===== config.mk =====
export PLATFORM = sky130hd
export DESIGN_NAME = uc_window_arb
export DESIGN_NICKNAME = d
export VERILOG_FILES = /design/src/rtl/uwa_pkg.sv /design/src/rtl/uwa_decode.sv /design/src/rtl/uwa_access.sv /design/src/rtl/uc_window_arb.sv
export SDC_FILE = /design/constraint.sdc
export NUM_CORES = 1
export LEC_CHECK = 0
export ABC_CLOCK_PERIOD_IN_PS = 2400
export CAP_MARGIN = 40
export CORE_ASPECT_RATIO = 0.8
export CORE_UTILIZATION = 44
export CTS_BUF_LIST = sky130_fd_sc_hd__clkbuf_4 sky130_fd_sc_hd__clkbuf_8 sky130_fd_sc_hd__clkbuf_16
export DETAILED_ROUTE_END_ITERATION = 7
export PLACE_DENSITY = 0.87
export SKIP_LAST_GASP = 1
export SLEW_MARGIN = 20
export SYNTH_ARGS = -nofsm -noshare
export SYNTH_HDL_FRONTEND = slang
export SYNTH_SLANG_ARGS = --single-unit

===== constraint.sdc =====
create_clock -name clk -period 2.4 [get_ports clk]
set_clock_uncertainty 0.1 [all_clocks]
set_input_delay 0.48 -clock clk [delete_from_list [all_inputs] [get_ports clk]]
set_output_delay 0.48 -clock clk [all_outputs]
set_load 0.005 [all_outputs]

===== src/rtl/uwa_pkg.sv =====
package uwa_pkg;
  typedef enum logic [1:0] {
    ST_IDLE = 2'd0,
    ST_MEM  = 2'd1,
    ST_HOLD = 2'd2
  } acc_state_t;

  typedef enum logic [1:0] {
    RG_PAGE  = 2'd0,
    RG_FRAME = 2'd1,
    RG_NONE  = 2'd2
  } region_t;
endpackage


===== src/rtl/uwa_decode.sv =====
module uwa_decode
  import uwa_pkg::*;
#(
  parameter int PA_W = 20,
  localparam int PG_W = PA_W - 15,
  localparam int FR_W = PA_W - 12
) (
  input  logic [PG_W-1:0] page,
  input  logic [FR_W-1:0] frame,
  input  logic [15:0]     cpu_addr,
  output region_t         region,
  output logic [PA_W-1:0] phys
);
  logic [3:0]      nib;
  logic [FR_W-1:0] fsel;

  always_comb begin
    nib    = cpu_addr[15:12];
    fsel   = frame + FR_W'(nib - 4'd8);
    region = RG_NONE;
    phys   = '0;
    if (!cpu_addr[15]) begin
      region = RG_PAGE;
      phys   = {page, cpu_addr[14:0]};
    end else if (nib <= 4'hA) begin
      region = RG_FRAME;
      phys   = {fsel, cpu_addr[11:0]};
    end
  end
endmodule


===== src/rtl/uwa_access.sv =====
module uwa_access
  import uwa_pkg::*;
#(
  parameter int PA_W = 20
) (
  input  logic            clk,
  input  logic            rst,
  input  logic            start,
  input  logic            start_we,
  input  logic            start_map,
  input  logic [PA_W-1:0] start_addr,
  input  logic [7:0]      start_wdata,
  input  logic            mem_ack,
  input  logic [7:0]      mem_rdata,
  output logic            busy,
  output logic            mem_req,
  output logic            mem_we,
  output logic [PA_W-1:0] mem_addr,
  output logic [7:0]      mem_wdata,
  output logic [7:0]      rdata
);
  acc_state_t state;

  always_ff @(posedge clk) begin
    if (rst) begin
      state     <= ST_IDLE;
      busy      <= 1'b0;
      mem_req   <= 1'b0;
      mem_we    <= 1'b0;
      mem_addr  <= '0;
      mem_wdata <= '0;
      rdata     <= '0;
    end else begin
      case (state)
        ST_IDLE: if (start) begin
          busy      <= 1'b1;
          mem_we    <= start_we;
          mem_addr  <= start_addr;
          mem_wdata <= start_wdata;
          if (start_map) begin
            mem_req <= 1'b1;
            state   <= ST_MEM;
          end else begin
            state   <= ST_HOLD;
          end
        end
        ST_MEM: if (mem_ack) begin
          mem_req <= 1'b0;
          busy    <= 1'b0;
          if (!mem_we) rdata <= mem_rdata;
          state   <= ST_IDLE;
        end
        ST_HOLD: begin
          busy <= 1'b0;
          if (!mem_we) rdata <= '0;
          state <= ST_IDLE;
        end
        default: state <= ST_IDLE;
      endcase
    end
  end

  // a memory request is never outstanding without a wait state
  a_r4_req_implies_wait: assert property (@(posedge clk) disable iff (rst)
    mem_req |-> busy);

  // request held steady until granted
  a_r5_hold_stable: assert property (@(posedge clk) disable iff (rst)
    (mem_req && !mem_ack) |=> (mem_req && $stable(mem_addr) && $stable(mem_we)
                               && $stable(mem_wdata)));

  // grant releases both the request and the wait
  a_r5_release: assert property (@(posedge clk) disable iff (rst)
    (mem_req && mem_ack) |=> (!mem_req && !busy));

  // a wait without a memory request lasts a single cycle
  a_r6_short_wait: assert property (@(posedge clk) disable iff (rst)
    (busy && !mem_req) |=> !busy);

  // a write access never alters the read byte
  a_r9_write_keeps_rdata: assert property (@(posedge clk) disable iff (rst)
    (busy && mem_we) |=> $stable(rdata));
endmodule


===== src/rtl/uc_window_arb.sv =====
module uc_window_arb
  import uwa_pkg::*;
#(
  parameter int PA_W = 20,
  localparam int PG_W = PA_W - 15,
  localparam int FR_W = PA_W - 12
) (
  input  logic            clk,
  input  logic            rst,
  input  logic            cpu_req,
  input  logic            cpu_we,
  input  logic [15:0]     cpu_addr,
  input  logic [7:0]      cpu_wdata,
  output logic [7:0]      cpu_rdata,
  output logic            cpu_wait,
  input  logic            page_we,
  input  logic [PG_W-1:0] page_val,
  input  logic            frame_we,
  input  logic [FR_W-1:0] frame_val,
  output logic            mem_req,
  output logic            mem_we,
  output logic [PA_W-1:0] mem_addr,
  output logic [7:0]      mem_wdata,
  input  logic            mem_ack,
  input  logic [7:0]      mem_rdata
);
  logic [PG_W-1:0] page_q;
  logic [FR_W-1:0] frame_q;
  region_t         region;
  logic [PA_W-1:0] phys;
  logic            accept;

  always_ff @(posedge clk) begin
    if (rst) begin
      page_q  <= '0;
      frame_q <= '0;
    end else begin
      if (page_we)  page_q  <= page_val;
      if (frame_we) frame_q <= frame_val;
    end
  end

  uwa_decode #(.PA_W(PA_W)) dec_i (
    .page     (page_q),
    .frame    (frame_q),
    .cpu_addr (cpu_addr),
    .region   (region),
    .phys     (phys)
  );

  assign accept = cpu_req && !cpu_wait;

  uwa_access #(.PA_W(PA_W)) acc_i (
    .clk         (clk),
    .rst         (rst),
    .start       (accept),
    .start_we    (cpu_we),
    .start_map   (region != RG_NONE),
    .start_addr  (phys),
    .start_wdata (cpu_wdata),
    .mem_ack     (mem_ack),
    .mem_rdata   (mem_rdata),
    .busy        (cpu_wait),
    .mem_req     (mem_req),
    .mem_we      (mem_we),
    .mem_addr    (mem_addr),
    .mem_wdata   (mem_wdata),
    .rdata       (cpu_rdata)
  );

  // an accepted strobe raises the wait on the following edge
  a_r4_wait_follows_req: assert property (@(posedge clk) disable iff (rst)
    (cpu_req && !cpu_wait) |=> cpu_wait);

  // strobes into the unmapped range never reach memory
  a_r6_unmapped_no_req: assert property (@(posedge clk) disable iff (rst)
    (cpu_req && !cpu_wait && cpu_addr >= 16'hB000) |=> !mem_req);
endmodule


=== Word-level counts from Yosys, hierarchy flattened ===
Cells that the tools add are included.

* Reduce and logical (&&, ||, !) cells: 11
* Add/subtract/negate cells: 2
* Muxes and demuxes: 18
* Order comparisons: 1
* Eq/ne operators: 8

{| class="wikitable"
|+ Operators by type and width
! kind !! number
|-
| $mux 20 || 2
|-
| $mux 8 || 3
|-
| $pmux 8 s2 || 1
|-
| $mux 2 || 5
|-
| $add 8x8->8 || 1
|-
| $ne 2x2->1 const B || 4
|-
| $reduce_and 4->1 || 2
|-
| $sub 4x4->5 const B || 1
|-
| $le 4x4->1 const B || 1
|-
| $mux 1 || 4
|-
| $ne 2x1->1 const B || 2
|-
| $pmux 2 s2 || 1
|-
| $reduce_and 2->1 || 2
|-
| $reduce_bool 2->1 || 2
|-
| $pmux 1 s3 || 1
|-
| $reduce_and 3->1 || 1
|-
| $reduce_bool 3->1 || 1
|-
| $eq 2x1->1 const B || 1
|-
| $eq 2x2->1 const B || 1
|-
| $logic_not 2->1 || 1
|-
| $pmux 1 s2 || 1
|-
| $logic_and 1x1->1 || 1
|-
| $logic_not 1->1 || 1
|}

* Input bits: 52
* Output and inout bits: 39
* Register bits: 54
* Word-level logic and storage cells: 49

=== Longest topological paths before layout ===
* Depth in word-level cells: 7
* Gate-level depth with buffers: 8
* Mapped depth without buffers: 7

=== Modules after synthesis ===
A second synthesis with hierarchy kept.

* Cells, all modules: 299
* Area, all modules: 2523.7 um^2

{| class="wikitable"
|+ Modules (own cells, without submodules)
! module !! times used !! cells each !! seq. area each (um^2) !! area an instance (um^2)
|-
| uwa_access || 1 || 194 || 820.8 || 1597.8
|-
| uc_window_arb || 1 || 44 || 260.2 || 475.5
|-
| uwa_decode || 1 || 61 || 0.0 || 450.4
|}

=== Least setup slack after synthesis ===
Ideal clock, no wire load.

* Path kind: in2reg
* Start point: input port cpu_addr[15]
* End point: register acc_i.mem_addr[18]
* Setup slack: 0.382 ns
* Stages on the path: 8
* Path buffers: 2
* Library setup time: 0.115 ns
* Data required time: 2.185 ns
* Arrival: 1.804 ns
* Path through: buf_6 > inv_6 > ha_1 > clkbuf_1 > a21oi_1 > o22ai_1 > a221o_2 > o21a_1

* Word-level cells in the longest chain between the ends: 4
* Elaborated cells on any way between the ends: 5
* Those cells by class: add/sub (2); order compare (1); mux (2)

{| class="wikitable"
|+ RTL lines
! element !! RTL line !! RTL
|-
| start: declaration || uc_window_arb.sv:12 || <nowiki>input logic [15:0] cpu_addr,</nowiki>
|-
| $sub 4x4->5 || uwa_decode.sv:19 || <nowiki>fsel = frame + FR_W'(nib - 4'd8);</nowiki>
|-
| $add 8x8->8 || uwa_decode.sv:19 ||
|-
| $mux 20 || uwa_decode.sv:25 || <nowiki>end else if (nib <= 4'hA) begin</nowiki>
|-
| $mux 20 * || uwa_decode.sv:22 || <nowiki>if (!cpu_addr[15]) begin</nowiki>
|-
| end signal: assignment || uwa_access.sv:38 || <nowiki>mem_addr <= start_addr;</nowiki>
|-
| end: declaration || uwa_access.sv:18 || <nowiki>output logic [PA_W-1:0] mem_addr,</nowiki>
|}

Mark *: on every way between the ends. The rest lies on a longest branch, timed or not.
A chain may end at the register's enable or synchronous reset.

=== Final worst setup path ===
* Start point: input port cpu_addr[12]
* End point: register acc_i.mem_addr[16]

* Word-level cells in the longest chain between the ends: 4
* Elaborated cells on any way between the ends: 5
* Those cells by class: add/sub (2); order compare (1); mux (2)

{| class="wikitable"
|+ RTL lines
! element !! RTL line
|-
| $sub 4x4->5 || uwa_decode.sv:19
|-
| $add 8x8->8 || uwa_decode.sv:19
|-
| $mux 20 * || uwa_decode.sv:25
|-
| $mux 20 * || uwa_decode.sv:22
|}

Marked as above.

==> results.cfg <==
[run_status]
status = finished, final reports clean

[detailed_routing]
route.detailed.drc = 0
vias = 2429
postRouteAntennaNets = 0
first_pass_iters = 4
wirelength_um = 6617
vias_per_cell = 5.280
wl_per_cell_um = 14.38
drt_iter0_markers = 141

[cells_and_area]
post-route-util_pct = 67.50
n_fill_cell = 466
n_antenna_cell = 0
drive_gt1_share_pct = 8.639
final_nets = 446
final_cell_area_um2 = 3669
area_growth_pct = 48.16

[synth]
yosysWarnings = 0
ys_seq_elements = 54
syn-cell-area_um2 = 2476
async_flop_share_pct = 0
ys_seq_area_share_pct = 43.66
synthesis.nets = 345
synth_edf_count = 0
avgSynthCellArea_um2 = 8.812
synth_cell_types = 41
postSynthCellCount = 281
yosys_most_used_dff = dfxtp_1

[setup_path]
arrival_ns = 2.32
critPathLaunchType = input pin
r2r_cells = 7
r2r_setup_slack_ns = 0.45
criticalPathCategory = in2reg
crit_required_ns = 2.51
cpMostUsedCell = o31a_1
cp-end-kind = flop
cp_slowest_cell = clkdlybuf4s50_1
slowest_delay_ns = 0.49
path_cells = clkdlybuf4s50_1 -> ha_1 -> inv_1 -> fa_1 -> nor2b_1 -> o31a_1 -> a211oi_1 -> o31a_1
timing.rr.start = frame_q[0]$_SDFFE_PP0P_
critical_path.max_fanout = 2
rr_endpoint = acc_i.mem_addr[16]$_SDFFE_PP0P_

[run]
drv_cap = 0

[timing]
max_slew_margin_pct = 66.38
hold_ws_ns = 0.3590
maxSlewViolCount = 0
hold_viol = 0
timing.final.crit_share_pct = 92.35
grt_setup_unrepaired = no
finalCriticalPeriod_ns = 2.216
worst_slack_ns = 0.1835
max_freq_mhz = 451.2
worst_pin_slew_ns = 0.5024
setup_viol = 0

[clock_tree]
clock_latency_ns = 0.31
cts_resized = 0
cts_tree = yes
cts_root_buffer = clkbuf_8
cts_made_buffers = 5
clock_path_buffers = 2
hold_buffers = 0
htreeDepth = 2
path_clk_slew_ns = 0.09
cts_setup_buffers = 0
cts.sinks = 54

[worst_hold_path]
hold_class = reg2reg
hold_end = acc_i.mem_wdata[5]$_SDFFE_PP0P_
worstHoldPathCells = 2
min-delay-start = acc_i.mem_wdata[5]$_SDFFE_PP0P_

[power_and_ir_drop]
peakVddDrop_mv = 0.2964
p_leak_uw = 0.001451
p_total_uw = 2378
pwr_density_cell_nw_per_um2 = 648.3

[placed_design]
portBuffers = 90
detailedPlace.worstSlack_ns = -0.1411
gp_congestion = 0.8861
dpl-instance-area_um2 = 3556
dp_hpwl_um = 4980

[global_route]
grt_max_degree = 39
grt_pass1_vias = 2383
grt_overflow = 0
grt_pass1_wl_um = 10870
track_usage_pct = 22.86
antenna_found_initial = 0

[floorplan]
core_area_um2 = 5435
rows = 24
die_h_um = 69.10
dieWidth_um = 85.87
pin_count = 91
die_area_um2 = 5933
start_util_pct = 45.56
[cells in the final DEF (no fill, tap or decap), types with 2 or more instances in the layout]
master,n
clkdlybuf4s50_1,89
dfxtp_1,54
nor2_1,41
a21oi_1,27
nand2_1,21
buf_4,21
mux2i_1,15
a22oi_1,13
o21ai_0,13
ha_1,11
inv_1,9
nand4b_1,9
clkbuf_8,6
a21o_1,4
nor3_1,4
nand2b_1,4
a211oi_1,4
a221oi_1,3
or4_1,3
o22ai_1,3
o31a_1,3
nand3b_1,2
nor2b_1,2
o21a_1,2
[per-stage QoR]
stage | instances | TNS, ns
after floorplan | 281 | 0
after global placement | 453 | -0.2006
after detailed placement | 453 | -0.4786
after CTS | 460 | 0
after global routing | 460 | 0
final | 460 | 0
[cells in the mapped netlist (4+ instances only)]
| cell | n | area, µm² |
|---|---|---|
| nand2b_1 | 4 | 25.02 |
| a22oi_1 | 13 | 97.59 |
| inv_1 | 9 | 33.78 |
| clkbuf_1 | 13 | 48.80 |
| mux2i_1 | 15 | 150.1 |
| o21ai_0 | 13 | 65.06 |
| ha_1 | 11 | 137.6 |
| a21o_1 | 4 | 30.03 |
| nor3_1 | 4 | 20.02 |
| nor2_1 | 41 | 153.9 |
| a21oi_1 | 27 | 135.1 |
| nand4b_1 | 9 | 78.83 |
| a211oi_1 | 4 | 30.03 |
| dfxtp_1 | 54 | 1081 |
| nand2_1 | 21 | 78.83 |
[cell families (layout without fill, tap and decap cells)]
group	count (synthesis)	in the layout	synth area share, %
and+or+nand+nor	94	94	18.80
buffers and inverters	27	128	4.598
AOI/OAI and AO/OA	78	78	20.16
xor gates and xnor gates	1	1	0.3538
DFF	54	54	43.66
muxes	15	15	6.064
adders and majority gates	12	12	6.367
[worst max-delay path by stage]
stage                       startpoint                              end  slack, ns  depth (start not counted)
after global placement    cpu_addr[12]  acc_i.mem_addr[16]$_SDFFE_PP0P_      -0.06                          8
after global routing      cpu_addr[15]  acc_i.mem_addr[17]$_SDFFE_PP0P_       0.03                          7
after CTS                 cpu_addr[12]  acc_i.mem_addr[16]$_SDFFE_PP0P_       0.19                          8
final                     cpu_addr[12]  acc_i.mem_addr[16]$_SDFFE_PP0P_       0.18                          8
after detailed placement  cpu_addr[12]  acc_i.mem_addr[16]$_SDFFE_PP0P_      -0.14                          8
after floorplan           cpu_addr[15]  acc_i.mem_addr[18]$_SDFFE_PP0P_       0.38                          8
[where the power goes]
| group | internal, µW | switching (µW) |
|---|---|---|
| sequential | 993 | 58.2 |
| clock | 334 | 287 |
| combinational | 391 | 315 |
| total | 1720 | 661 |
[layer usage]
| layer | vias up | GRT usage (%) | share of wire (%) |
|---|---|---|---|
| li1 | 1204 | - | - |
| met3 | 10 | 4.910 | 6.6 |
| met1 | 1123 | 29.18 | 46 |
| met5 | - | 0 | 0 |
| met4 | 0 | 6.481 | 1.3 |
| met2 | 92 | 38.71 | 46 |
[critical path: cells and delay by family]
| kind | cells | cell delay (ns) |
|---|---|---|
| buffers and inverters | 2 | 0.54 |
| AOI/OAI and AO/OA | 3 | 0.54 |
| and+or+nand+nor | 1 | 0.19 |
| adders and majority gates | 2 | 0.57 |
[final cells by class]
class	count	area (µm²)	share of cell area (%)
multi-input cells	200	1281	34.92
flip-flops and latches	54	1081	29.47
repair buffers	111	1054	28.72
well taps	78	97.59	2.660
clock buffers	6	82.58	2.251
inverters	10	42.54	1.160
clock inverters	1	30.03	0.8186
[registers in the layout (all words and copies together), names as in the netlist]
register,flops
acc_i.mem_addr,20
acc_i.mem_wdata,8
acc_i.rdata,8
frame_q,8
page_q,5
acc_i.state,2
acc_i.busy,1
acc_i.mem_req,1
acc_i.mem_we,1
No activity file was read; power rests on OpenSTA's default activity.
